[config.mk]
export PLATFORM = sky130hd
export DESIGN_NAME = mesh_tap_ctrl
export DESIGN_NICKNAME = d
export VERILOG_FILES = /design/src/rtl/mtc_pkg.sv /design/src/rtl/mtc_req_merge.sv /design/src/rtl/mtc_thermo_reg.sv /design/src/rtl/mtc_tap_count.sv /design/src/rtl/mesh_tap_ctrl.sv
export SDC_FILE = /design/constraint.sdc
export NUM_CORES = 1
export LEC_CHECK = 0
export BUFFER_PORTS_ARGS = -buffer_cell sky130_fd_sc_hd__buf_2
export CAP_MARGIN = 20
export CORE_MARGIN = 4
export CORE_UTILIZATION = 33
export CTS_BUF_LIST = sky130_fd_sc_hd__clkbuf_16
export DETAILED_ROUTE_END_ITERATION = 16
export PLACE_DENSITY = 0.54
export RECOVER_POWER = 50
export SYNTH_ARGS = -nofsm -noshare
export SYNTH_HDL_FRONTEND = slang
export SYNTH_SLANG_ARGS = --single-unit
[constraint.sdc]
create_clock -name clk -period 4.9 [get_ports clk]
set_clock_uncertainty 0.05 [all_clocks]
set_input_delay 0.98 -clock clk [delete_from_list [all_inputs] [get_ports clk]]
set_output_delay 0.98 -clock clk [all_outputs]
set_load 0.02 [all_outputs]
[src/rtl/mtc_pkg.sv]
package mtc_pkg;
   localparam int NDIR = 4;

   // side order shared by dir_en, add_req and sub_req
   typedef enum logic [1:0] {
      SIDE_N = 2'd0,
      SIDE_E = 2'd1,
      SIDE_S = 2'd2,
      SIDE_W = 2'd3
   } mtc_side_e;

   typedef struct packed {
      logic grow;
      logic shrink;
   } mtc_cmd_t;
endpackage

[src/rtl/mtc_req_merge.sv]
module mtc_req_merge
   import mtc_pkg::*;
#(
   parameter int N_SIDES = NDIR
) (
   input  logic [N_SIDES-1:0] side_en,
   input  logic [N_SIDES-1:0] side_add,
   input  logic [N_SIDES-1:0] side_sub,
   output mtc_cmd_t           cmd
);
   logic [N_SIDES-1:0] add_m;
   logic [N_SIDES-1:0] sub_m;

   generate
      if (N_SIDES < 1 || N_SIDES > 4) begin : g_bad_sides
         $error("mtc_req_merge: N_SIDES must be 1..4");
      end
      for (genvar s = 0; s < N_SIDES; s++) begin : g_side
         assign add_m[s] = side_en[s] & side_add[s];
         assign sub_m[s] = side_en[s] & side_sub[s];
      end
   endgenerate

   assign cmd.grow   = |add_m;
   assign cmd.shrink = |sub_m;
endmodule

[src/rtl/mtc_thermo_reg.sv]
module mtc_thermo_reg
   import mtc_pkg::*;
#(
   parameter int TAPS       = 16,
   parameter int RESET_TAPS = TAPS / 2
) (
   input  logic            clk,
   input  logic            rst_n,
   input  logic            stb,
   input  mtc_cmd_t        cmd,
   output logic [TAPS-1:0] therm,
   output logic            lim
);
   localparam logic [TAPS-1:0] ONE_V   = {{(TAPS-1){1'b0}}, 1'b1};
   localparam logic [TAPS-1:0] RST_VEC = (ONE_V << RESET_TAPS) - ONE_V;

   generate
      if (TAPS < 2) begin : g_bad_taps
         $error("mtc_thermo_reg: TAPS must be at least 2");
      end
      if (RESET_TAPS < 0 || RESET_TAPS > TAPS) begin : g_bad_rst
         $error("mtc_thermo_reg: RESET_TAPS out of range");
      end
   endgenerate

   logic full, empty;
   assign full  = &therm;
   assign empty = ~|therm;

   always_ff @(posedge clk or negedge rst_n) begin
      if (!rst_n) begin
         therm <= RST_VEC;
         lim   <= 1'b0;
      end else if (stb) begin
         if (cmd.grow && !cmd.shrink) begin
            if (full) lim <= 1'b1;
            else      therm <= {therm[TAPS-2:0], 1'b1};
         end else if (cmd.shrink && !cmd.grow) begin
            if (empty) lim <= 1'b1;
            else       therm <= {1'b0, therm[TAPS-1:1]};
         end
      end
   end

   AST_HOLD_NO_STB: assert property (@(posedge clk) disable iff (!rst_n) !stb |=> $stable(therm));
   AST_CONFLICT_HOLD: assert property (@(posedge clk) disable iff (!rst_n) (stb && cmd.grow && cmd.shrink) |=> $stable(therm));
   AST_ONE_STEP: assert property (@(posedge clk) disable iff (!rst_n) 1'b1 |=> ($countones(therm ^ $past(therm)) <= 1));
   AST_THERMO_FORM: assert property (@(posedge clk) disable iff (!rst_n) ((therm + ONE_V) & therm) == '0);
   AST_LIMIT_STICKY: assert property (@(posedge clk) disable iff (!rst_n) lim |=> lim);
endmodule

[src/rtl/mtc_tap_count.sv]
module mtc_tap_count #(
   parameter int TAPS = 16,
   parameter int IDXW = $clog2(TAPS + 1)
) (
   input  logic [TAPS-1:0] therm,
   output logic [IDXW-1:0] idx
);
   always_comb begin
      idx = '0;
      for (int i = 0; i < TAPS; i++) idx = idx + IDXW'(therm[i]);
   end
endmodule

[src/rtl/mesh_tap_ctrl.sv]
module mesh_tap_ctrl
   import mtc_pkg::*;
#(
   parameter int TAPS       = 16,
   parameter int RESET_TAPS = TAPS / 2,
   parameter int IDXW       = $clog2(TAPS + 1)
) (
   input  logic             clk,
   input  logic             rst_n,
   input  logic             upd_stb,
   input  logic [NDIR-1:0]  dir_en,
   input  logic [NDIR-1:0]  add_req,
   input  logic [NDIR-1:0]  sub_req,
   output logic [TAPS-1:0]  tap_therm,
   output logic [IDXW-1:0]  tap_idx,
   output logic             at_limit
);
   generate
      if (IDXW < $clog2(TAPS + 1)) begin : g_bad_idxw
         $error("mesh_tap_ctrl: IDXW too narrow for TAPS");
      end
   endgenerate

   mtc_cmd_t cmd;

   mtc_req_merge #(.N_SIDES(NDIR)) u_merge (
      .side_en (dir_en),
      .side_add(add_req),
      .side_sub(sub_req),
      .cmd     (cmd)
   );

   mtc_thermo_reg #(.TAPS(TAPS), .RESET_TAPS(RESET_TAPS)) u_reg (
      .clk  (clk),
      .rst_n(rst_n),
      .stb  (upd_stb),
      .cmd  (cmd),
      .therm(tap_therm),
      .lim  (at_limit)
   );

   mtc_tap_count #(.TAPS(TAPS), .IDXW(IDXW)) u_cnt (
      .therm(tap_therm),
      .idx  (tap_idx)
   );

   AST_IDX_MATCH: assert property (@(posedge clk) disable iff (!rst_n) $countones(tap_therm) == int'(tap_idx));
   AST_MASKED_IDLE: assert property (@(posedge clk) disable iff (!rst_n) (upd_stb && ((dir_en & (add_req | sub_req)) == '0)) |=> $stable(tap_therm));
   AST_TOP_SAT: assert property (@(posedge clk) disable iff (!rst_n) (upd_stb && (&tap_therm) && |(dir_en & add_req) && !(|(dir_en & sub_req))) |=> (at_limit && $stable(tap_therm)));
   AST_BOT_SAT: assert property (@(posedge clk) disable iff (!rst_n) (upd_stb && (tap_therm == '0) && |(dir_en & sub_req) && !(|(dir_en & add_req))) |=> (at_limit && $stable(tap_therm)));
endmodule

==> results by group <==
Synthesis
  – Post-Synth Adder-Cell Area: 0.225
  – Top FF cell, synth: dfrtp_1
  – #FFs+latches synth: 17
  – Post-synthesis compound-gate area fraction: 0.0414
  – Yosys cell types: 30
  – Post-Synth XOR/XNOR Area: 0.0126
  – Dominant cell type by area after synthesis: mux2i_1
  – Mapped Cells: 121
  – Ranking of synthesized cells by area: mux2i_1 (22%), dfrtp_1 (16%), dfstp_2 (15%)
  – Most frequent cell after synthesis: mux2i_1
  – Simple-gate share of the synthesized area: 0.0962
  – Area share of the largest cell type after synthesis: 0.216
  – Post-synth EDFFs: 0
  – Commonest cells in the synthesized netlist: mux2i_1 (30), inv_1 (24), fa_1 (10)
  – Number of synthesis warnings: 0
  – Mapped Nets: 155
  – Asr flop ratio synth: 1.00
  – Post-synthesis mux area share: 0.216
  – Largest family of logic cells by synthesized area: adder cells
  – Avg Cell Area, Syn: 11.5 sq um
  – Share of the yosys chip area belonging to registers: 0.313
  – Syn Std Cell Area: 0.00139 sq mm

Cells and area
  – Synthesis-to-finish area growth: 26.8%
  – Share of layout cells above drive strength 1: 0.370
  – Nets: 200
  – Finished layout cell area: 0.00176 sq mm
  – Inserted Diodes: 0

Worst setup path
  – Critical Path Start Type: flop
  – R2R Setup Slk: 2610 ps
  – WP data required: 3870 ps
  – Reg2reg end: u_reg.therm[4]
  – Slowest cell on the critical path: fa_2
  – R2R depth: 6
  – Worst R2R Start: u_reg.therm[12]
  – Worst setup path startpoint: u_reg.therm[0]
  – Critical Path AT: 4070 ps
  – CP dominant cell by count: fa_2
  – Crit path max fanout: 2
  – CP Cell Sequence: inv_2 -> ha_4 -> inv_2 -> fa_1 -> fa_2 -> fa_2 -> fa_1 -> fa_2 -> inv_2 -> fa_2 -> buf_6
  – CP Class: flop to output port
  – Critical Path End Type: output port
  – Slowest cell delay on critical path: 550 ps
  – Crit path capture: tap_idx[1]

Die
  – I/O pins: 37
  – DIE WIDTH: 72.9 um
  – Initial core utilization: 0.345
  – Die ar.: 0.00532 sq mm
  – Row Count: 23
  – Core ar.: 0.00403 sq mm
  – Die H: 72.9 um

Drt
  – DRC viols: 0
  – WL final: 3.28 mm
  – First-pass DRT Iterations: 4
  – Number of routed nets with antenna violations: 0
  – Detailed Route Iter0 Violations: 33
  – Vias/cell: 4.97
  – DR vias: 1069
  – Routed len/inst: 15.3 um

Clock tree
  – CTS Buf Count: 3
  – CTS H-Tree Depth: 1
  – Max clock buf depth: 2
  – Hold Buf Count CTS: 0
  – CTS tree: built
  – Root Driver: clkbuf_16
  – Worst skew pair latency: 250 ps
  – Sink Count: 17
  – Clk pin slew, worst setup/hold paths: 50 ps

GRT
  – Vias in the first global route: 1109
  – Gr usage total: 0.132
  – Global-route wire length before repair: 5.40 mm
  – Largest net degree at the start of global routing: 19
  – Gr ovfl total: 0
  – Initial antenna violation count: 0

Timing
  – Final hold viol count: 0
  – Slew margin rel.: 0.327
  – Tcrit/Tclk final: 1.04
  – Unrepaired setup endpoints after global routing: yes
  – Pins Over Slew Limit: 0
  – Slew @ Worst Pin: 1010 ps
  – Minimum clock period: 5100 ps
  – # setup viols final: 4
  – Worst setup margin: -204 ps
  – FMAX: 0.196 GHz

Hold path
  – Hold WC Path Type: flop to flop

Placement
  – Number of port buffers: 36
  – Routability cong.: 0.740
  – Dpl hpwl: 2.61 mm
  – Placed Instance Area: 0.00163 sq mm

Run status
  – Status: complete, but fails checks
  – Violated checks: negative setup slack

Job
  – Max Cap Violations: 0
cells by family (layout without fill, tap and decap cells):
group | after synthesis | in the layout
buf+inv | 28 | 72
fa+ha+maj | 19 | 19
simple gates | 17 | 17
mux | 30 | 30
xor+xnor | 2 | 2
flops | 17 | 17
compound gates | 8 | 8
flip-flops by register name, indices dropped and copies added, names as in the netlist:
signal       flops
u_reg.lim        1
u_reg.therm     16
area by class of cell:
type,count,area (sq um)
clock buffer,3,75.1
clock inverter,1,3.75
fill,406,2260
inverter,25,93.8
multi-input combinational,76,852
sequential,17,435
tap,50,62.6
timing repair buffer,43,241
routing by layer:
metal  global-route usage  vias to the layer above  wire, um
met4               0.0553                        0        70
met3               0.0207                        7       192
met5                    0                        -         0
li1                     -                      493         -
met2                0.238                       39      1770
met1                0.154                      530      1250
worst min path at each step:
stage	from	end	slack [ps]	cells after the start
finish	u_reg.lim	u_reg.lim	430	1
global route	u_reg.lim	u_reg.lim	440	1
CTS	u_reg.lim	u_reg.lim	430	1
detailed placement	u_reg.lim	u_reg.lim	410	1
global placement	u_reg.lim	u_reg.lim	410	1
floorplan	u_reg.therm[0]	u_reg.therm[0]	490	2
stage by stage:
| step | instances | TNS, ps | setup WS [ps] | hold WS [ps] | utilization |
|---|---|---|---|---|---|
| floorplan | 121 | 0 | 2.53 | 487 | - |
| global placement | 209 | 0 | 39.3 | 414 | 0.405 |
| detailed placement | 209 | -11.3 | -11.3 | 411 | 0.405 |
| CTS | 214 | -722 | -222 | 426 | 0.434 |
| global route | 215 | -1230 | -319 | 438 | 0.438 |
| finish | 215 | -632 | -204 | 427 | 0.438 |
layout by cell type (no fill, tap or decap), drive strengths merged:
master / synthesis / final
nand2b: 1 / 1
ha: 9 / 9
dfstp: 8 / 8
buf: 2 / 34
and4: 1 / 1
a21oi: 2 / 2
nand3: 1 / 1
dfrtp: 9 / 9
nor2: 2 / 2
clkbuf: 0 / 12
nor3: 2 / 2
xor2: 1 / 1
nor2b: 1 / 1
mux2i: 30 / 30
xnor2: 1 / 1
fa: 10 / 10
nor4: 2 / 2
o21bai: 1 / 1
a21o: 1 / 1
nand2: 2 / 2
inv: 25 / 26
nor4b: 2 / 2
a22o: 1 / 1
nand4: 3 / 3
a221oi: 1 / 1
a22oi: 2 / 2
what timing repair did:
item / 4_1_cts / 5_1_grt
pin swaps: 3 / 0
setup endpoints to repair: 4 / 5
resized for setup: 11 / 7
setup buffers: 1 / 1
worst max-delay path: cells and delay by family (launching register included):
family	cells	cell delay [ps]
buffers and inverters	4	290
DFF	1	540
adders and majority gates	7	2990
Power is left out: the tool's default activity adds up to more than one toggle a clock period on the data nets, which glitch-free logic cannot reach.
